## config.mk

```make
export PLATFORM = sky130hd
export DESIGN_NAME = rll_loss_detect
export DESIGN_NICKNAME = d
export VERILOG_FILES = /design/src/rtl/rll_pkg.sv /design/src/rtl/rll_word_classify.sv /design/src/rtl/rll_run_counter.sv /design/src/rtl/rll_loss_detect.sv
export SDC_FILE = /design/constraint.sdc
export NUM_CORES = 1
export LEC_CHECK = 0
export BUFFER_PORTS_ARGS = -buffer_cell sky130_fd_sc_hd__buf_2
export CORE_AREA = 4 4 41 43
export CTS_BUF_LIST = sky130_fd_sc_hd__clkbuf_2 sky130_fd_sc_hd__clkbuf_4 sky130_fd_sc_hd__clkbuf_8
export CTS_CLUSTER_DIAMETER = 120
export DETAILED_ROUTE_END_ITERATION = 8
export DIE_AREA = 0 0 45 47
export GPL_ROUTABILITY_DRIVEN = 0
export MAX_ROUTING_LAYER = met4
export PLACE_DENSITY = 0.66
export SLEW_MARGIN = 15
export SYNTH_ARGS = -nofsm -noshare
export SYNTH_HDL_FRONTEND = slang
export SYNTH_SLANG_ARGS = --single-unit
```

## constraint.sdc

```tcl
create_clock -name clk_i -period 2.5 [get_ports clk_i]
set_input_delay 0.5 -clock clk_i [delete_from_list [all_inputs] [get_ports clk_i]]
set_output_delay 0.5 -clock clk_i [all_outputs]
set_load 0.02 [all_outputs]
```

## src/rtl/rll_pkg.sv

```systemverilog
package rll_pkg;
  typedef enum logic [1:0] {
    CLS_MIXED = 2'd0,
    CLS_ZERO  = 2'd1,
    CLS_ONE   = 2'd2
  } word_class_e;
endpackage

```

## src/rtl/rll_word_classify.sv

```systemverilog
module rll_word_classify
  import rll_pkg::*;
#(
  parameter int WORD_W = 10
) (
  input  logic [WORD_W-1:0] word_i,
  output word_class_e       cls_o
);
  logic all_one, all_zero;
  assign all_one  = &word_i;
  assign all_zero = ~|word_i;

  always_comb begin
    if (all_one)       cls_o = CLS_ONE;
    else if (all_zero) cls_o = CLS_ZERO;
    else               cls_o = CLS_MIXED;
  end
endmodule

```

## src/rtl/rll_run_counter.sv

```systemverilog
module rll_run_counter
  import rll_pkg::*;
#(
  parameter int RUN_WORDS = 12,
  localparam int CNT_W = $clog2(RUN_WORDS + 1)
) (
  input  logic        clk_i,
  input  logic        rst_ni,
  input  logic        valid_i,
  input  word_class_e cls_i,
  output logic        hit_o
);
  localparam logic [CNT_W-1:0] RUN_MAX = CNT_W'(RUN_WORDS);
  localparam logic [CNT_W-1:0] RUN_ONE = CNT_W'(1);

  logic [CNT_W-1:0] cnt_q;
  word_class_e      cls_q;

  always_ff @(posedge clk_i or negedge rst_ni) begin
    if (!rst_ni) begin
      cnt_q <= '0;
      cls_q <= CLS_MIXED;
    end else if (valid_i) begin
      cls_q <= cls_i;
      if (cls_i == CLS_MIXED)   cnt_q <= '0;
      else if (cls_i != cls_q)  cnt_q <= RUN_ONE;   // new polarity starts at one
      else if (cnt_q != RUN_MAX) cnt_q <= cnt_q + RUN_ONE;  // saturate
    end
  end

  assign hit_o = (cnt_q == RUN_MAX);
endmodule

```

## src/rtl/rll_loss_detect.sv

```systemverilog
module rll_loss_detect
  import rll_pkg::*;
#(
  parameter int WORD_W    = 10,
  parameter int RUN_WORDS = 12
) (
  input  logic              clk_i,
  input  logic              rst_ni,
  input  logic [WORD_W-1:0] word_i,
  input  logic              valid_i,
  output logic              los_o,
  output logic              run_ok_o
);
  word_class_e cls;
  logic        hit;

  rll_word_classify #(.WORD_W(WORD_W)) u_classify (
    .word_i (word_i),
    .cls_o  (cls)
  );

  rll_run_counter #(.RUN_WORDS(RUN_WORDS)) u_counter (
    .clk_i   (clk_i),
    .rst_ni  (rst_ni),
    .valid_i (valid_i),
    .cls_i   (cls),
    .hit_o   (hit)
  );

  assign los_o    = hit;
  assign run_ok_o = ~hit;
endmodule

```

==> results of run 1 <==
layer usage:
metal / wire length, µm / track usage (%) / vias to the layer above / share of wire, %
met5: 0 / - / - / 0
met4: 8 / 5.263 / 0 / 0.91
met3: 32 / 3.448 / 2 / 3.6
met2: 445 / 12.99 / 6 / 51
met1: 393 / 9.977 / 182 / 45
li1: - / - / 200 / -
synth_stat cells (all sizes together) (2+ instances only):
library cell,count,area (µm²)
inv,4,15.01
ha,2,25.02
dfrtp,6,150.1
nand4,2,12.51
nand2,4,15.01
o21ai,2,10.01
a21oi,3,15.01
nand3,2,10.01
or4,2,18.77
how the worst max path moves through the flow:
stage,startpoint,to,slack (ns)
after CTS,u_counter.cnt_q[0],los_o,0.59
final,u_counter.cnt_q[0],los_o,0.60
after detailed placement,word_i[7],u_counter.cnt_q[0],0.41
after global placement,word_i[7],u_counter.cnt_q[0],0.42
after floorplan,word_i[7],u_counter.cnt_q[0],0.62
after global routing,u_counter.cnt_q[0],los_o,0.48
report_power, final:
part           switching (mW)  total [mW]  internal (mW)
registers             0.00164       0.100         0.0986
clock network          0.0361      0.0905         0.0544
logic                  0.0136      0.0244         0.0108
kinds of logic (layout without fill, tap and decap cells):
family                   count (synthesis)  in the layout  share of synthesized area, %
XOR/XNOR                                 2              2                         4.118
adder cells (fa/ha/maj)                  2              2                         5.881
AND/OR/NAND/NOR                         14             14                         22.35
flip-flops                               6              6                         35.29
buffers and inverters                    5             21                         4.410
multiplexers                             1              1                         2.647
AO/OA/AOI/OAI                           14             14                         25.30
final cells by class:
type | instances | area (µm²)
clock buffer | 3 | 22.52
timing repair buffer | 14 | 70.07
multi-input combinational | 33 | 256.5
tap | 15 | 18.77
sequential | 6 | 150.1
fill | 133 | 768.2
inverter | 4 | 15.01
per-stage QoR:
| step | cell area [µm²] | power, mW | worst slack [ns] |
|---|---|---|---|
| 2_1_floorplan | 425.4 | 0.1104 | 0.6158 |
| 3_3_place_gp | 510.5 | 0.1258 | 0.4244 |
| 3_5_place_dp | 510.5 | 0.1259 | 0.4070 |
| 4_1_cts | 533.0 | 0.2199 | 0.5918 |
| 5_1_grt | 533.0 | 0.2269 | 0.4802 |
| 6_report | 533.0 | 0.2151 | 0.5950 |
flip-flops by register name (all words and copies together), names as in the netlist:
name and cells:
u_counter.cnt_q 4, u_counter.cls_q 2
==> flow_summary.toml, run 1 <==
[pwr]
p_leak_nw = 0.2434
ir_drop_v = 0.0002044
p_per_area_mw_per_mm2 = 403.5

[timing]
final-max-slew-violation-count = 0
fmax_mhz = 524.9
fin_skew_ns = 0.001032
tns_ns = 0
setup_viol = 0
slew_headroom_pct = 69.32
hold_viol = 0
worst_hold_slack_ns = 0.07168
finalCriticalPeriod_ns = 1.905
tightestPinTransition_ns = 0.4567
rsz0062_at_grt = "no"
final.period_utilization_pct = 76.20

[clock_network]
cts_setup_buffers = 0
cts.path.max_buffers = 2
cts_sinks = 6
tritoncts = "done"
cts_resized = 0
path_clk_slew_ns = 0.05
cts_root_buf = "clkbuf_4"
hold_buffers = 0
htreeDepth = 1
insertion_delay_ns = 0.24
cts_made_buffers = 3

[worst_hold_path]
hold_class = "input port to async pin"

[yosys]
synthArstFlopShare_pct = 100.0
synth.cell_area_um2 = 425.4
syn-instance-count = 44
avgSynthCellArea_um2 = 9.668
yosysSeqAreaShare_pct = 35.29
ys_types = 27
ys_ff_latch = 6
synth-main-ff-cell = "dfrtp_1"
ys_warn_count = 0
syn_nets = 59
synth-edff-count = 0

[floorplan]
die_h_um = 47
rows = 13
fp.dieW_um = 45
core-area_mm2 = 0.001301
dieArea_mm2 = 0.002115
start_util_pct = 32.69
io_pins = 15

[flow_run]
drv_cap = 0

[detailed_routing]
drc = 0
wirelength_um = 879
vias = 390
dr.first_iter.drc_count = 9
drt_first_pass_iters = 5
ant_nets = 0
vias_per_cell = 5.200
wl_per_cell_um = 11.72

[worst_setup_path]
r2r_setup_slack_ns = 0.97
r2r_start = "u_counter.cnt_q[0]"
critical_path_depth = 5
cp.required_ns = 2.00
cpMaxStageDelayCell = "dfrtp_1"
crit_chain = "inv_1, ha_1, nand3_1, inv_1, buf_2"
cp-start-kind = "register"
slowest_delay_ns = 0.42
critPathBufInv = 3
crit_path_frequent_cell = "inv_1"
cp_top_family = "flip-flops"
crit_path_max_fanout = 6
end_kind = "output pin"
path_class = "register to output pin"
critPathArrivalTime_ns = 1.40
reg2reg_depth = 6
rr_endpoint = "u_counter.cnt_q[0]"

[placement]
portBuffers = 14
place_inst = 72

[global_route]
grt_pass1_vias = 342
grt_max_degree = 12
grt_pass1_wl_um = 1262
grt-ovfl-total = 0
antenna_found_initial = 0
track_usage_pct = 8.792

[finish]
area_delta_synth_final_pct = 25.29
final_cells = 75
layout-drive-gt1-share_pct = 36.67
mostFrequentLayoutCells = "buf_2 (14), dfrtp_1 (6), inv_1 (4), nand2_1 (4)"
antennaDiodeCount = 0
fin_util_pct = 40.96
mostFrequentLayoutCell = "buf_2"
final_nets = 77

[status]
status = "completed"
Note: power is estimated with default switching activity, not from simulation.
==> run 2: changes to the inputs <==
--- a/config.mk
+++ b/config.mk
@@ -5,6 +5,7 @@
 export SDC_FILE = /design/constraint.sdc
 export NUM_CORES = 1
 export LEC_CHECK = 0
+export ABC_AREA = 1
 export BUFFER_PORTS_ARGS = -buffer_cell sky130_fd_sc_hd__buf_2
 export CORE_AREA = 4 4 41 43
 export CTS_BUF_LIST = sky130_fd_sc_hd__clkbuf_2 sky130_fd_sc_hd__clkbuf_4 sky130_fd_sc_hd__clkbuf_8
@@ -13,7 +14,7 @@
 export DIE_AREA = 0 0 45 47
 export GPL_ROUTABILITY_DRIVEN = 0
 export MAX_ROUTING_LAYER = met4
-export PLACE_DENSITY = 0.66
+export PLACE_DENSITY = 0.73
 export SLEW_MARGIN = 15
 export SYNTH_ARGS = -nofsm -noshare
 export SYNTH_HDL_FRONTEND = slang
==> constraint.sdc (replaced) <==
create_clock -name clk_i -period 2 [get_ports clk_i]
set_input_delay 0.4 -clock clk_i [delete_from_list [all_inputs] [get_ports clk_i]]
set_output_delay 0.4 -clock clk_i [all_outputs]
set_load 0.02 [all_outputs]
==> flow_summary.toml, run 2 <==
[status]
status = "completed"

[floorplan]
rows = 13
fp.dieW_um = 45
io_pins = 15
die_h_um = 47
start_util_pct = 39.23
dieArea_mm2 = 0.002115
core-area_mm2 = 0.001301

[pwr]
total_power_mw = 0.2642
p_switching_mw = 0.05960
power.share.clock_pct = 41.1
p_int_mw = 0.2046
p_comb_share_pct = 12.7
ir_drop_v = 0.0003434
p_leak_nw = 0.3358
seqPwrFrac_pct = 46.2
p_per_area_mw_per_mm2 = 418.1
sw_frac_of_total_pct = 22.56

[worst_setup_path]
reg2reg_depth = 8
cp-start-kind = "register"
cp-endpoint = "los_o"
critical_path_depth = 5
r2r_start = "u_counter.cnt_q[0]"
crit_path_frequent_cell = "inv_1"
rr_endpoint = "u_counter.cnt_q[0]"
cp.required_ns = 1.60
r2r_setup_slack_ns = 0.65
cpMaxStageDelayCell = "dfrtp_1"
crit_chain = "inv_1, ha_1, nand3_1, inv_1, buf_2"
path_class = "register to output pin"
crit_path_max_fanout = 5
cp_top_family = "flip-flops"
critPathBufInv = 3
critical_path.startpoint = "u_counter.cnt_q[0]"
end_kind = "output pin"
slowest_delay_ns = 0.41
critPathArrivalTime_ns = 1.23

[placement]
dp_slack_ns = 0.5218
portBuffers = 14
place_hpwl_um = 865.1
dpl_cell_area_um2 = 599.3

[timing]
worst_hold_slack_ns = 0.4628
setup_viol = 0
tightestPinTransition_ns = 0.2213
finalCriticalPeriod_ns = 1.625
final.period_utilization_pct = 81.27
rsz0062_at_grt = "no"
slew_headroom_pct = 85.25
hold_viol = 0
tns_ns = 0
worst_slack_ns = 0.3747
fin_skew_ns = 0.005319
fmax_mhz = 615.3
final-max-slew-violation-count = 0

[yosys]
synthArstFlopShare_pct = 100.0
yosysSeqAreaShare_pct = 29.41
avgSynthCellArea_um2 = 6.381
yosysTopAreaCellShare_pct = 29.41
synth-edff-count = 0
synth_commonest_cells = "nand2_1 (29), inv_1 (12), nor2_1 (8)"
ys_warn_count = 0
synth.cell_area_um2 = 510.5
yosys.cell_count.top_type = "nand2_1"
synth_area_leaders = "dfrtp_1 (29%), nand2_1 (21%), inv_1 (8.8%)"
synth-main-ff-cell = "dfrtp_1"
ys_ff_latch = 6
syn-instance-count = 80
synth_top_area_cell = "dfrtp_1"
syn_nets = 95
ys_types = 16

[clock_network]
cts_resized = 0
cts_root_buf = "clkbuf_4"
cts_sinks = 6
path_clk_slew_ns = 0.04
cts_made_buffers = 3
tritoncts = "done"
htreeDepth = 1
cts.path.max_buffers = 2
cts_setup_buffers = 0
insertion_delay_ns = 0.24

[finish]
final_nets = 115
layout-drive-gt1-share_pct = 30.61
fin_area_um2 = 631.9
antennaDiodeCount = 0
mostFrequentLayoutCell = "nand2_1"
area_delta_synth_final_pct = 23.77
regMostFlops = "u_counter.cnt_q"
mostFrequentLayoutCells = "nand2_1 (29), buf_2 (14), inv_1 (12)"
largest_register_ffs = 4
top_regs = "u_counter.cnt_q: 4 flops, u_counter.cls_q: 2 flops"

[detailed_routing]
vias_per_cell = 4.381
drt_first_pass_iters = 4
drc = 0
wirelength_um = 998
wl_per_cell_um = 8.832
dr.first_iter.drc_count = 9
vias = 495
ant_nets = 0

[global_route]
grt_pass1_wl_um = 1711
grt_pass1_vias = 459
antenna_found_initial = 0
grt-ovfl-total = 0
grt_max_degree = 7
track_usage_pct = 11.67

[worst_hold_path]
hold_class = "input port to register"
hold_path.startpoint = "valid_i"

[flow_run]
drv_cap = 0
run 2: worst min-delay path by stage:
stage                         end  slack, ns  cells after the start
2_1_floorplan  u_counter.cls_q[0]       0.10                      0
3_3_place_gp   u_counter.cnt_q[2]       0.23                      1
3_5_place_dp   u_counter.cnt_q[2]       0.23                      1
4_1_cts        u_counter.cnt_q[1]       0.46                      4
5_1_grt        u_counter.cnt_q[2]       0.48                      4
6_report       u_counter.cnt_q[2]       0.46                      4
run 2: power by group through the flow:
stage               Clock [mW]  Combinational [mW]  Sequential (mW)
floorplan                    0              0.0141            0.124
global placement             0              0.0315            0.124
detailed placement           0              0.0322            0.124
CTS                      0.112              0.0337            0.122
global route             0.120              0.0380            0.122
finish                   0.109              0.0335            0.122
run 2: what timing repair did:
action                     in CTS  in global routing
hold endpoints to repair        6                  0
hold buffers                    1                  0
setup endpoints to repair       0                  0
run 2: through the flow:
stage | util [%] | instances
CTS | 48.56 | 113
floorplan | - | 80
global route | 48.56 | 113
detailed placement | 46.06 | 109
finish | 48.56 | 113
global placement | 46.06 | 109
run 2: cell type report:
type,count,area [µm²]
Timing Repair Buffer,15,80.08
Inverter,12,45.04
Clock buffer,3,22.52
Multi-Input combinational cell,62,315.3
Sequential cell,6,150.1
Fill cell,139,669.4
Tap cell,15,18.77
run 2: routing by layer:
| layer | vias to the layer above | GRT usage, % | part of all wire, % |
|---|---|---|---|
| met2 | 6 | 19.21 | 45 |
| met5 | - | - | 0 |
| met3 | 2 | 3.448 | 3.3 |
| met4 | 0 | 5.263 | 1.9 |
| li1 | 278 | - | - |
| met1 | 209 | 12.99 | 49 |
run 2: cell families after synthesis:
kind of cell / count (synthesis) / share of synthesized area (%)
and+or+nand+nor: 54 / 48.77
adders and majority gates: 2 / 4.901
buffers and inverters: 12 / 8.823
DFF: 6 / 29.41
xor gates and xnor gates: 2 / 3.432
AOI/OAI and AO/OA: 4 / 4.656
run 2: worst min-delay path: cells and delay by family:
kind | cells | cell delay [ns]
and+or+nand+nor | 3 | 0.18
buffers and inverters | 1 | 0.09
